<file path="src/rtl/ssi_pkg.sv">
package ssi_pkg;

  // Rate codes at or above the threshold run straight off the bit clock.
  function automatic logic is_direct_rate(input logic [7:0] code,
                                          input logic [7:0] threshold);
    return code >= threshold;
  endfunction

  // Fill bit shifted in behind the outgoing sample.
  localparam logic SHIFT_FILL = 1'b1;

endpackage

</file>
<file path="src/rtl/ssi_line_sync.sv">
module ssi_line_sync (
  input  logic clk,
  input  logic rst_n,
  input  logic bclk,
  input  logic stb,
  input  logic din,
  output logic bclk_rise,
  output logic bclk_fall,
  output logic stb_q,
  output logic stb_drop,
  output logic din_q
);
  logic bclk_q, bclk_qq, stb_qq;

  always_ff @(posedge clk) begin
    if (!rst_n) begin
      bclk_q  <= 1'b0;
      bclk_qq <= 1'b0;
      stb_q   <= 1'b0;
      stb_qq  <= 1'b0;
      din_q   <= 1'b0;
    end else begin
      bclk_q  <= bclk;
      bclk_qq <= bclk_q;
      stb_q   <= stb;
      stb_qq  <= stb_q;
      din_q   <= din;
    end
  end

  assign bclk_rise = bclk_q & ~bclk_qq;
  assign bclk_fall = ~bclk_q & bclk_qq;
  assign stb_drop  = stb_qq & ~stb_q;

endmodule

</file>
<file path="src/rtl/ssi_tx_ser.sv">
module ssi_tx_ser #(
  parameter int                 W     = 8,
  parameter logic [W-1:0]       QUIET = '1
) (
  input  logic         clk,
  input  logic         rst_n,
  input  logic         run,
  input  logic         bclk_rise,
  input  logic         stb_q,
  input  logic         path_en,
  input  logic         tx_valid,
  input  logic [W-1:0] tx_data,
  output logic         tx_ready,
  output logic         dout,
  output logic         dout_oe
);
  logic         active;
  logic [W-1:0] shreg;
  logic [W-1:0] load_word;
  logic         slot_open;

  assign slot_open = run & bclk_rise & stb_q & ~active;
  assign tx_ready  = slot_open & path_en;
  assign load_word = (tx_ready && tx_valid) ? tx_data : QUIET;

  always_ff @(posedge clk) begin
    if (!rst_n) begin
      active <= 1'b0;
      shreg  <= '0;
      dout   <= 1'b0;
    end else if (!stb_q) begin
      active <= 1'b0;
    end else if (run && bclk_rise) begin
      if (!active) begin
        active <= 1'b1;
        dout   <= load_word[W-1];
        shreg  <= {load_word[W-2:0], ssi_pkg::SHIFT_FILL};
      end else begin
        dout   <= shreg[W-1];
        shreg  <= {shreg[W-2:0], ssi_pkg::SHIFT_FILL};
      end
    end
  end

  assign dout_oe = active & stb_q;

  AST_READY_OPENS_SLOT: assert property (@(posedge clk) disable iff (!rst_n)
    tx_ready |=> active);

  AST_OE_WITHIN_SLOT: assert property (@(posedge clk) disable iff (!rst_n)
    $fell(stb_q) |-> !dout_oe);

endmodule

</file>
<file path="src/rtl/ssi_rx_deser.sv">
module ssi_rx_deser #(
  parameter int W = 8
) (
  input  logic         clk,
  input  logic         rst_n,
  input  logic         run,
  input  logic         bclk_fall,
  input  logic         stb_q,
  input  logic         stb_drop,
  input  logic         din_q,
  input  logic         path_en,
  input  logic         rx_ready,
  output logic         rx_valid,
  output logic [W-1:0] rx_data,
  output logic         frame_err
);
  localparam int             CW   = $clog2(W + 1);
  localparam logic [CW-1:0]  FULL = CW'(W);

  logic [CW-1:0] cnt;
  logic [W-1:0]  shreg;
  logic          byte_done;

  always_ff @(posedge clk) begin
    if (!rst_n) begin
      cnt       <= '0;
      shreg     <= '0;
      byte_done <= 1'b0;
      frame_err <= 1'b0;
    end else begin
      byte_done <= 1'b0;
      if (run && bclk_fall && stb_q) begin
        if (cnt < FULL) begin
          shreg <= {shreg[W-2:0], din_q};
          cnt   <= cnt + CW'(1);
          if (cnt == FULL - CW'(1)) byte_done <= 1'b1;
        end else begin
          frame_err <= 1'b1;
        end
      end
      if (stb_drop) begin
        if (cnt != '0 && cnt != FULL) frame_err <= 1'b1;
        cnt <= '0;
      end
    end
  end

  always_ff @(posedge clk) begin
    if (!rst_n) begin
      rx_valid <= 1'b0;
      rx_data  <= '0;
    end else if (byte_done && path_en) begin
      rx_valid <= 1'b1;
      rx_data  <= shreg;
    end else if (rx_ready) begin
      rx_valid <= 1'b0;
    end
  end

  AST_RX_HOLDS: assert property (@(posedge clk) disable iff (!rst_n)
    rx_valid && !rx_ready |=> rx_valid);

  AST_ERR_STICKY: assert property (@(posedge clk) disable iff (!rst_n)
    frame_err |=> frame_err);

  AST_DONE_AT_EIGHT: assert property (@(posedge clk) disable iff (!rst_n)
    byte_done |-> cnt == FULL);

  AST_NO_DATA_WHEN_OFF: assert property (@(posedge clk) disable iff (!rst_n)
    !path_en && !rx_valid |=> !rx_valid);

endmodule

</file>
<file path="src/rtl/ssi_pcm_port.sv">
module ssi_pcm_port #(
  parameter int                      SAMPLE_W      = 8,
  parameter int                      RATE_W        = 3,
  parameter int                      MIN_SYNC_RATE = 2,
  parameter logic [SAMPLE_W-1:0]     QUIET_CODE    = '1
) (
  input  logic                clk,
  input  logic                rst_n,
  input  logic                bclk,
  input  logic                stb,
  input  logic                din,
  output logic                dout,
  output logic                dout_oe,
  input  logic [RATE_W-1:0]   rate_sel,
  input  logic                tx_path_en,
  input  logic                rx_path_en,
  input  logic                tx_valid,
  output logic                tx_ready,
  input  logic [SAMPLE_W-1:0] tx_data,
  output logic                rx_valid,
  input  logic                rx_ready,
  output logic [SAMPLE_W-1:0] rx_data,
  output logic                frame_err
);
  logic bclk_rise, bclk_fall, stb_q, stb_drop, din_q;
  logic run;

  assign run = ssi_pkg::is_direct_rate(8'(rate_sel), 8'(MIN_SYNC_RATE));

  ssi_line_sync u_sync (
    .clk       (clk),
    .rst_n     (rst_n),
    .bclk      (bclk),
    .stb       (stb),
    .din       (din),
    .bclk_rise (bclk_rise),
    .bclk_fall (bclk_fall),
    .stb_q     (stb_q),
    .stb_drop  (stb_drop),
    .din_q     (din_q)
  );

  ssi_tx_ser #(.W(SAMPLE_W), .QUIET(QUIET_CODE)) u_tx (
    .clk       (clk),
    .rst_n     (rst_n),
    .run       (run),
    .bclk_rise (bclk_rise),
    .stb_q     (stb_q),
    .path_en   (tx_path_en),
    .tx_valid  (tx_valid),
    .tx_data   (tx_data),
    .tx_ready  (tx_ready),
    .dout      (dout),
    .dout_oe   (dout_oe)
  );

  ssi_rx_deser #(.W(SAMPLE_W)) u_rx (
    .clk       (clk),
    .rst_n     (rst_n),
    .run       (run),
    .bclk_fall (bclk_fall),
    .stb_q     (stb_q),
    .stb_drop  (stb_drop),
    .din_q     (din_q),
    .path_en   (rx_path_en),
    .rx_ready  (rx_ready),
    .rx_valid  (rx_valid),
    .rx_data   (rx_data),
    .frame_err (frame_err)
  );

  AST_IDLE_RATE_NO_TAKE: assert property (@(posedge clk) disable iff (!rst_n)
    !run |-> !tx_ready);

endmodule

</file>
<file path="config.mk">
export PLATFORM = sky130hd
export DESIGN_NAME = ssi_pcm_port
export DESIGN_NICKNAME = d
export VERILOG_FILES = /design/src/rtl/ssi_pkg.sv /design/src/rtl/ssi_line_sync.sv /design/src/rtl/ssi_tx_ser.sv /design/src/rtl/ssi_rx_deser.sv /design/src/rtl/ssi_pcm_port.sv
export SDC_FILE = /design/constraint.sdc
export NUM_CORES = 1
export LEC_CHECK = 0
export BUFFER_PORTS_ARGS = -buffer_cell sky130_fd_sc_hd__buf_2
export CAP_MARGIN = 20
export CORE_ASPECT_RATIO = 1.75
export CORE_MARGIN = 4
export CORE_UTILIZATION = 50
export DETAILED_ROUTE_END_ITERATION = 7
export GPL_ROUTABILITY_DRIVEN = 0
export PLACE_DENSITY = 0.74
export SLEW_MARGIN = 5
export SYNTH_ARGS = -nofsm -noshare
export SYNTH_HDL_FRONTEND = slang
export SYNTH_SLANG_ARGS = --single-unit
</file>
<file path="constraint.sdc">
create_clock -name clk -period 1.9 [get_ports clk]
set_input_delay 0.19 -clock clk [delete_from_list [all_inputs] [get_ports clk]]
set_output_delay 0.19 -clock clk [all_outputs]
set_load 0.02 [all_outputs]
</file>
==> results_dict.tcl <==
set metrics [dict create \
    critical_path_required_ns 1.71 \
    slew_headroom_pct 53.6 \
    clock_sinks 38 \
    syn_area_per_cell_sq_um 9.67 \
    grt_start_max_net_pins 30 \
    cp.arrival_ns 1.40 \
    cts_resized 0 \
    wl_met2_um 1520 \
    port_buffers 31 \
    core-area_sq_um 2960 \
    clk_path_buf_depth 2 \
    synthCells 160 \
    drt_wl_total_um 3000 \
    endpoint_kind "output pin" \
    internal_power_mw 1.14 \
    start_kind "flop" \
    drt_iter0_markers 13 \
    drc 0 \
    synth_nets 182 \
    place_hpwl_um 2200 \
    mostFrequentLayoutCells "dfxtp_1 (38), buf_2 (31), nand2_1 (29)" \
    tns_ns 0 \
    comb_power_share_pct 5.6 \
    yosys_warnings 0 \
    powerDensity_nw_per_um2 806 \
    finClkSkew_ns 0.00690 \
    initial_utilization_pct 52.3 \
    die_x_um 50.1 \
    synthMuxAreaShare_pct 10.3 \
    crit_fanout 6 \
    die-area_sq_um 4080 \
    drv_slew 0 \
    num_antenna_cells 0 \
    cts_buffers 5 \
    crit_type "flop to output pin" \
    synthSimpleGateAreaFrac_pct 19.9 \
    clk_pin_slew_worst_paths_ns 0.07 \
    drtPass1Iterations 4 \
    synth_edf_count 0 \
    dr.max_layer_used "met4" \
    die_h_um 81.6 \
    period_share_pct 83.9 \
    rsz0062_at_grt "false" \
    synth_compound_area_share_pct 14.6 \
    antenna_found_initial 0 \
    layout_commonest_cell "dfxtp_1" \
    multiInputGateArea_sq_um 718 \
    row_count 26 \
    ios 33 \
    synth_top_family_by_area "simple AND/OR/NAND/NOR gates" \
    grt_pass1_wl_um 5050 \
    ir_worst_vdd_v 0.000721 \
    vias 1229 \
    wl_met1_um 1240 \
    setup_viol 0 \
    drv_cap 0 \
    stdcell_count 235 \
    holdBufCountCts 0 \
    min_path_type "input pin to flop" \
    insertion_delay_ns 0.29 \
    design_power_total_mw 1.46 \
    synth_area_sq_um 1550 \
    p_sw_share_pct 22.3 \
    h-tree-depth 2 \
    synthAdderAreaFrac_pct 1.62 \
    tightestPinTransition_ns 0.688 \
    pwr-share-clk_pct 38.8 \
    period_needed_ns 1.59 \
    cts_setup_buffers 0 \
    drive_above_1_share_pct 22.8 \
    clock.fmax_mhz 627 \
    nets 214 \
    hold_viol 0 \
    synth.lib_cells_used.distinct 31 \
    viasPerCell 5.23 \
    p_leak_nw 0.764 \
    routedWlPerCell_um 12.8 \
    ys_seq_area_share_pct 49.2 \
    grt_overflow_total 0 \
    status "complete, no violations" \
    p_switching_mw 0.326 \
    grt_pass1_vias 1222 \
    hold_slack_ns 0.108 \
    ys_ff_latch 38 \
    fin_util_pct 61.3 \
    ys_async_sr_fraction_pct 0 \
    clockRootBuffer "clkbuf_8" \
    regArea_sq_um 761 \
    pwr-share-seq_pct 55.6 \
    ant_nets 0 \
    cts_tree "yes" \
    synthToLayoutAreaGrowth_pct 17.3 \
    wl_met3_um 158 \
    dp_cells 227 \
    synth-main-ff-cell "dfxtp_1" \
    track_usage_pct 15.9 \
    nFillCells 275 \
    synth_xor_area_share_pct 0 \
]
-- Yosys cell counts, types with 2 or more instances --
master	instances	area share, %
a21oi_1	2	0.65
nand3b_1	2	0.97
inv_1	6	1.5
buf_6	2	1.5
a21boi_0	11	5.3
o2111ai_1	2	1.1
and2_1	5	2.0
dfxtp_1	38	49
nand3_1	11	3.6
ha_1	2	1.6
clkbuf_1	5	1.2
nand2_1	29	7.0
nand2b_1	2	0.81
nor2_1	2	0.49
mux2i_1	16	10
o21ai_0	3	0.97
o221ai_1	8	4.5
-- power by group through the flow --
stage	combinational [mW]	clock [mW]	sequential [mW]
after global routing	0.0905	0.609	0.815
after global placement	0.0778	0	0.832
after CTS	0.0815	0.578	0.814
after floorplan	0.0545	0	0.831
after detailed placement	0.0813	0	0.832
final	0.0813	0.568	0.814
-- final cells by class --
class | count | share of cell area, %
Clock buffer | 7 | 4.76
Clock inverter | 1 | 0.276
Inverter | 6 | 1.24
Multi-Input combinational cell | 108 | 39.6
Sequential cell | 38 | 41.9
Tap cell | 42 | 2.89
Timing Repair Buffer | 33 | 9.37
-- worst paths after layout --
kind	cells after the start	from	slack, ns	end
worst max-delay path	4	u_sync.stb_q$_SDFF_PN0_	0.31	tx_ready
worst min-delay path	2	bclk	0.11	u_sync.bclk_q$_SDFF_PN0_
worst max register to register	3	u_rx.cnt[3]$_SDFFE_PP0P_	0.57	u_rx.shreg[6]$_SDFFE_PN0P_
worst min register to register	2	u_sync.din_q$_SDFF_PN0_	0.44	u_rx.shreg[0]$_SDFFE_PN0P_
-- sequential cells by signal, summed over array words and instances, names as in the netlist, 4 cells and up --
name	count
u_tx.shreg	8
u_rx.shreg	8
u_rx.rx_data	8
u_rx.cnt	4
-- worst max-delay path, cell delays in order, from the launching register on --
cell	delay (ns)
dfxtp_1	0.38
o21a_1	0.24
nand3b_1	0.13
nor3b_1	0.19
buf_2	0.19
-- per-layer routing --
metal	global-route usage, %	vias up
li1	-	625
met1	17.2	563
met2	27.2	32
met3	5.08	9
met4	8.86	0
met5	0	-
-- metrics by stage --
stage,setup WS (ns),instance area [sq um]
2_1_floorplan,0.295,1550
3_3_place_gp,0.578,1720
3_5_place_dp,0.467,1720
4_1_cts,0.281,1820
5_1_grt,0.116,1820
6_report,0.306,1820
-- kinds of logic after synthesis --
logic type | Yosys count
and+or+nand+nor | 60
DFF | 38
AOI/OAI and AO/OA | 30
muxes | 16
buffers and inverters | 14
adders and majority gates | 2
Note: power is estimated with default switching activity, not from simulation.
